[config.mk]
export PLATFORM = sky130hd
export DESIGN_NAME = one_of_n_sel
export DESIGN_NICKNAME = d
export VERILOG_FILES = /design/src/rtl/one_of_n_pkg.sv /design/src/rtl/one_of_n_elig.sv /design/src/rtl/one_of_n_rr_pick.sv /design/src/rtl/one_of_n_sel.sv
export SDC_FILE = /design/constraint.sdc
export NUM_CORES = 1
export LEC_CHECK = 0
export BUFFER_PORTS_ARGS = -buffer_cell sky130_fd_sc_hd__buf_2
export CELL_PAD_IN_SITES_DETAIL_PLACEMENT = 2
export CELL_PAD_IN_SITES_GLOBAL_PLACEMENT = 2
export CORE_MARGIN = 5
export CORE_UTILIZATION = 21
export DETAILED_ROUTE_END_ITERATION = 8
export GPL_ROUTABILITY_DRIVEN = 0
export PLACE_DENSITY = 0.77
export SKIP_LAST_GASP = 1
export SYNTH_ARGS = -nofsm -noshare
export SYNTH_HDL_FRONTEND = slang
export SYNTH_HIERARCHICAL = 1
export SYNTH_SLANG_ARGS = --single-unit
[constraint.sdc]
create_clock -name clk_i -period 1.8 [get_ports clk_i]
set_clock_uncertainty 0.05 [all_clocks]
set_input_delay 0.27 -clock clk_i [delete_from_list [all_inputs] [get_ports clk_i]]
set_output_delay 0.27 -clock clk_i [all_outputs]
set_load 0.005 [all_outputs]
[src/rtl/one_of_n_pkg.sv]
package one_of_n_pkg;
  localparam int unsigned NUM_GRP = 3;
  localparam int unsigned GRP_W   = 2;

  typedef enum logic [GRP_W-1:0] {
    GRP_G0   = 2'd0,
    GRP_G1S  = 2'd1,
    GRP_G1NS = 2'd2,
    GRP_RSVD = 2'd3
  } grp_e;

  typedef enum logic {
    ST_IDLE,
    ST_OFFER
  } sel_state_e;
endpackage

[src/rtl/one_of_n_elig.sv]
module one_of_n_elig
  import one_of_n_pkg::*;
#(
  parameter int unsigned N_CORES = 8
) (
  input  logic [GRP_W-1:0]           grp_i,
  input  logic [1:0]                 cls_mask_i,
  input  logic [N_CORES-1:0]         core_pwr_i,
  input  logic [N_CORES-1:0]         core_sleep_i,
  input  logic [N_CORES*NUM_GRP-1:0] core_grp_en_i,
  input  logic [N_CORES*NUM_GRP-1:0] core_dis_i,
  input  logic [N_CORES-1:0]         core_cls_i,
  input  logic [NUM_GRP-1:0]         dist_grp_en_i,
  output logic [N_CORES-1:0]         elig_o
);
  logic grp_ok;
  logic dist_ok;

  assign grp_ok  = (grp_i != GRP_RSVD);
  assign dist_ok = grp_ok && dist_grp_en_i[grp_i];

  for (genvar c = 0; c < N_CORES; c++) begin : g_core
    logic [NUM_GRP-1:0] en_c;
    logic [NUM_GRP-1:0] dis_c;
    logic               grp_pass;
    assign en_c     = core_grp_en_i[c*NUM_GRP +: NUM_GRP];
    assign dis_c    = core_dis_i[c*NUM_GRP +: NUM_GRP];
    assign grp_pass = dist_ok && en_c[grp_i] && !dis_c[grp_i];
    assign elig_o[c] = core_pwr_i[c] && !core_sleep_i[c] && grp_pass
                       && cls_mask_i[core_cls_i[c]];
  end
endmodule

[src/rtl/one_of_n_rr_pick.sv]
module one_of_n_rr_pick #(
  parameter int unsigned N_CORES = 8,
  localparam int unsigned IDX_W  = (N_CORES > 1) ? $clog2(N_CORES) : 1
) (
  input  logic [N_CORES-1:0] cand_i,
  input  logic [IDX_W-1:0]   ptr_i,
  output logic [N_CORES-1:0] pick_oh_o,
  output logic [IDX_W-1:0]   pick_idx_o,
  output logic               any_o
);
  logic [N_CORES-1:0] upper;
  logic               hit_up;
  logic               hit_all;
  logic [IDX_W-1:0]   idx_up;
  logic [IDX_W-1:0]   idx_all;

  always_comb begin
    for (int i = 0; i < N_CORES; i++) begin
      upper[i] = cand_i[i] && (IDX_W'(i) >= ptr_i);
    end
  end

  // lowest set bit at or above the pointer, else lowest overall
  always_comb begin
    hit_up  = 1'b0;
    hit_all = 1'b0;
    idx_up  = '0;
    idx_all = '0;
    for (int i = N_CORES - 1; i >= 0; i--) begin
      if (upper[i]) begin
        hit_up = 1'b1;
        idx_up = IDX_W'(i);
      end
      if (cand_i[i]) begin
        hit_all = 1'b1;
        idx_all = IDX_W'(i);
      end
    end
  end

  assign any_o      = hit_all;
  assign pick_idx_o = hit_up ? idx_up : idx_all;

  always_comb begin
    pick_oh_o = '0;
    if (hit_all) pick_oh_o[pick_idx_o] = 1'b1;
  end
endmodule

[src/rtl/one_of_n_sel.sv]
module one_of_n_sel
  import one_of_n_pkg::*;
#(
  parameter int unsigned N_CORES = 8
) (
  input  logic                       clk_i,
  input  logic                       rst_ni,
  input  logic                       req_i,
  input  logic [1:0]                 grp_i,
  input  logic [1:0]                 cls_mask_i,
  input  logic [N_CORES-1:0]         core_pwr_i,
  input  logic [N_CORES-1:0]         core_sleep_i,
  input  logic [N_CORES-1:0]         core_act_i,
  input  logic [N_CORES*3-1:0]       core_grp_en_i,
  input  logic [N_CORES*3-1:0]       core_dis_i,
  input  logic [N_CORES-1:0]         core_cls_i,
  input  logic [2:0]                 dist_grp_en_i,
  input  logic                       ack_i,
  output logic [N_CORES-1:0]         tgt_o,
  output logic                       tgt_vld_o,
  output logic                       no_tgt_o,
  output logic                       recall_o
);
  localparam int unsigned IDX_W = (N_CORES > 1) ? $clog2(N_CORES) : 1;
  localparam logic [IDX_W-1:0] LAST_IDX = IDX_W'(N_CORES - 1);

  logic [N_CORES-1:0] elig;
  logic [N_CORES-1:0] act_elig;
  logic [N_CORES-1:0] cand;
  logic [N_CORES-1:0] pick_oh;
  logic [IDX_W-1:0]   pick_idx;
  logic               pick_any;

  sel_state_e         state_q;
  logic [N_CORES-1:0] tgt_q;
  logic [IDX_W-1:0]   idx_q;
  logic [IDX_W-1:0]   ptr_q;
  logic               no_tgt_q;
  logic               recall_q;
  logic               tgt_still_ok;

  one_of_n_elig #(.N_CORES(N_CORES)) i_elig (
    .grp_i         (grp_i),
    .cls_mask_i    (cls_mask_i),
    .core_pwr_i    (core_pwr_i),
    .core_sleep_i  (core_sleep_i),
    .core_grp_en_i (core_grp_en_i),
    .core_dis_i    (core_dis_i),
    .core_cls_i    (core_cls_i),
    .dist_grp_en_i (dist_grp_en_i),
    .elig_o        (elig)
  );

  // active tier wins; retention tier only as fallback
  assign act_elig = elig & core_act_i;
  assign cand     = (|act_elig) ? act_elig : elig;

  one_of_n_rr_pick #(.N_CORES(N_CORES)) i_pick (
    .cand_i     (cand),
    .ptr_i      (ptr_q),
    .pick_oh_o  (pick_oh),
    .pick_idx_o (pick_idx),
    .any_o      (pick_any)
  );

  assign tgt_still_ok = |(tgt_q & elig);

  always_ff @(posedge clk_i or negedge rst_ni) begin
    if (!rst_ni) begin
      state_q  <= ST_IDLE;
      tgt_q    <= '0;
      idx_q    <= '0;
      ptr_q    <= '0;
      no_tgt_q <= 1'b0;
      recall_q <= 1'b0;
    end else begin
      recall_q <= 1'b0;
      unique case (state_q)
        ST_IDLE: begin
          if (req_i && pick_any) begin
            state_q  <= ST_OFFER;
            tgt_q    <= pick_oh;
            idx_q    <= pick_idx;
            no_tgt_q <= 1'b0;
          end else begin
            no_tgt_q <= req_i;
          end
        end
        ST_OFFER: begin
          if (ack_i) begin
            state_q <= ST_IDLE;
            tgt_q   <= '0;
            ptr_q   <= (idx_q == LAST_IDX) ? '0 : idx_q + 1'b1;
          end else if (!req_i) begin
            state_q <= ST_IDLE;
            tgt_q   <= '0;
          end else if (!tgt_still_ok) begin
            state_q  <= ST_IDLE;
            tgt_q    <= '0;
            recall_q <= 1'b1;
          end
        end
        default: state_q <= ST_IDLE;
      endcase
    end
  end

  assign tgt_o     = tgt_q;
  assign tgt_vld_o = (state_q == ST_OFFER);
  assign no_tgt_o  = no_tgt_q;
  assign recall_o  = recall_q;
endmodule

==> impl_metrics.yaml <==
status:
  run_status: "finished, violations left"
  violations: "setup timing"
die:
  die_y_microns: 102.2
  std_cell_rows: 33
  initial_core_util_pct: 21.62
  full_die_area_sq_mm: 0.01045
  coreArea_sq_mm: 0.008258
  chipWidth_microns: 102.2
  ioPinCount: 102
global_routing:
  gr-usage-all-layers_pct: 21.07
  globalRoute.totalOverflow: 0
  first_global_vias: 2850
  grt_pass1_wl_microns: 16750
  maximum_number_of_pins_on_one_net_before_global_route_repair: 18
  antenna_found_initial: 3
worst_setup_path:
  timing.critical_path.buf_inv: 2
  startpoint_type: "primary input"
  critical_path.top_delay_family: "compound AO/OA/AOI/OAI gates"
  setup_slack_of_the_most_critical_reg_to_reg_path_ns: -0.53
  startpoint_of_the_worst_slack_reg_to_reg_timing_path: "ptr_q[2]$_DFFE_PN0P_"
  cp_data_arrival_time_ns: 3.48
  worstSetupStartpoint: "core_dis_i[6]"
  worst_ep_required_time_ns: 1.93
  count_of_cell_instances_traversed_by_the_critical_path: 15
  crit_fanout: 7
  cpPeakStageDelay_ns: 0.43
  kind_of_critical_path: "primary input to flop"
  crit_path_cell_trace: "buf_6, or2b_1, a2111oi_4, and4_4, a22oi_2, and4_4, o21a_4, nand3b_1, a221oi_4, nand4b_1, buf_6, o2bb2ai_4, nor2b_4, mux2i_1, o2bb2ai_2"
  worstRegToRegCells: 9
  critical_path.endpoint_type: "flop"
  critical_path.slowest_cell: "sky130_fd_sc_hd__a2111oi_4"
timing:
  finalWorstPathRequiredPeriod_ns: 3.350
  max-slew-margin-rel_pct: 72.51
  report.final.slew_viol_count: 0
  rsz0062_at_grt: "yes"
  hold-worst-slack_ns: 0.2751
  maximum_frequency_from_static_timing_analysis_mhz: 298.5
  final_min_period_over_clock_period_pct: 186.1
  max_slew.worst_pin.slew_ns: 0.4123
  postLayoutSetupSlackWorst_ns: -1.550
  timing_hold_violations_final: 0
  setup-violations-final: 14
  fin_tns_setup_ns: -18.63
finish:
  layout.cells.most_common_list: "sky130_fd_sc_hd__buf_2, sky130_fd_sc_hd__buf_4, sky130_fd_sc_hd__inv_1, sky130_fd_sc_hd__nand2_1, sky130_fd_sc_hd__dfrtp_1"
  finish.net_count: 464
  stdcell_count: 478
  layout_cell_share_with_drive_strength_beyond_1_pct: 61.35
  flow.area_growth_from_synthesis_pct: 86.76
  stdcell_area_sq_mm: 0.003334
  most_common_cell_after_layout_fill_and_taps_aside: "sky130_fd_sc_hd__buf_2"
power:
  total_leakage_power_uw: 0.001650
  ir_worst_vdd_mv: 0.2236
  powerDensity_mw_per_mm2: 520.8
yosys:
  synthesis.nets: 301
  synth-edff-count: 0
  ys_types: 49
  ys_seq_area_share_pct: 23.83
  synthArstFlopShare_pct: 100.0
  ys_dominant_reg_cell: "sky130_fd_sc_hd__dfrtp_1"
  yosysWarnings: 6
  post_synth_instance_area_sq_mm: 0.001785
  syn_avg_cell_area_sq_um: 8.584
  synth_seq_cells: 17
  number_of_instances_in_the_synthesized_netlist: 208
clock_tree:
  tritoncts: "yes"
  clock_edge_transition_at_the_registers_on_the_reported_setup_and_hold_paths_ns: 0.07
  clk_path_buf_depth: 2
  cts.htree.levels: 1
  clock-root-buffer: "sky130_fd_sc_hd__clkbuf_8"
  cts_inserted_buffers: 3
  clkSinkCount: 17
  clk_latency_ns: 0.26
place:
  post_place_cells: 459
  numPortBuffers: 101
  dpl.hpwl_microns: 7398
  dp_area_sq_mm: 0.002829
worst_hold_path:
  path_type_of_the_worst_min_delay_path: "primary input to flop"
  worst_hold_startpoint: "req_i"
  worstHoldPathCells: 2
detailed_routing:
  drt.antenna.violating_nets: 0
  finalWirelength_microns: 11930
  drc: 0
  drt-pass1-iter-count: 4
  first_drt_iteration_drcs: 100
  num_vias: 2476
  vias_per_cell: 5.180
  wl_per_cell_microns: 24.96
job:
  cap_violations: 0
==> final timing paths <==
check                                             to
worst max-delay path            tgt_o[7]$_DFFE_PN0P_
worst min-delay path            no_tgt_o$_DFFE_PN0N_
worst max register to register  tgt_o[7]$_DFFE_PN0P_
worst min register to register  no_tgt_o$_DFFE_PN0N_
max in group asynchronous       no_tgt_o$_DFFE_PN0N_
min in group asynchronous       tgt_o[5]$_DFFE_PN0P_
==> state kept, by name, indices dropped and copies added (netlist names) <==
register,cells
idx_q,3
no_tgt_o,1
ptr_q,3
recall_o,1
tgt_o,8
tgt_vld_o,1
==> stage by stage <==
| stage | power [uW] | setup slack (ns) | utilization, % |
|---|---|---|---|
| 6_report | 1737 | -1.550 | 40.38 |
| 3_3_place_gp | 1154 | -1.721 | 34.26 |
| 5_1_grt | 1822 | -1.631 | 40.38 |
| 4_1_cts | 1626 | -1.258 | 39.03 |
| 2_1_floorplan | 811.7 | -1.300 | - |
| 3_5_place_dp | 1189 | -1.999 | 34.26 |
==> logic make-up (layout without fill, tap and decap cells) <==
group,after synthesis,count (layout),share of synthesized area (%)
compound gates,75,76,35.18
other cells,0,3,0
flops,17,17,23.83
buf+inv,25,186,5.746
fa+ha+maj,2,2,1.401
mux,21,21,12.12
simple gates,68,68,21.72
==> where the power goes <==
group	leakage (uW)	internal, uW	switching (uW)
registers	0.000230	443	114
clock network	0.0000255	154	149
logic	0.00139	445	432
total	0.00165	1040	694
==> metal layers <==
layer  GRT usage, %  wire (microns)  vias to the layer above
li1               -               -                     1121
met1          25.89            4590                     1221
met2          38.73            6158                      102
met3          2.526             702                       32
met4          5.449             480                        0
met5              0               0                        -
==> cell usage after synthesis (6+ instances only) <==
cell                        count  area (sq um)
sky130_fd_sc_hd__a21oi_1        9         45.04
sky130_fd_sc_hd__a22oi_1        6         45.04
sky130_fd_sc_hd__and4_1         6         52.55
sky130_fd_sc_hd__dfrtp_1       17         425.4
sky130_fd_sc_hd__inv_1         18         67.56
sky130_fd_sc_hd__mux2i_1       16         160.2
sky130_fd_sc_hd__nand2_1       17         63.81
sky130_fd_sc_hd__nor2_1        14         52.55
sky130_fd_sc_hd__o21a_1         8         60.06
sky130_fd_sc_hd__o21ai_0       10         50.05
sky130_fd_sc_hd__o2bb2ai_1      8         70.07
sky130_fd_sc_hd__o31ai_1        7         52.55
==> layout make-up <==
type,count,area [sq um]
fillers,912,4923
multi-input cells,167,1604
repair buffers,164,1052
flip-flops and latches,17,425.4
well taps,105,131.4
inverters,18,67.56
clock buffers,3,41.29
diodes,3,7.507
clock inverters,1,5.005
==> what timing repair did <==
action                                 4_1_cts  5_1_grt
hold buffers                                 1        0
setup endpoints to repair                   14       14
gates resized for setup                     53       20
pin swaps                                   27       14
setup buffers                                8        7
cloned                                       1        0
endpoints found under the hold margin       17        0
No activity file was read; power rests on OpenSTA's default activity.
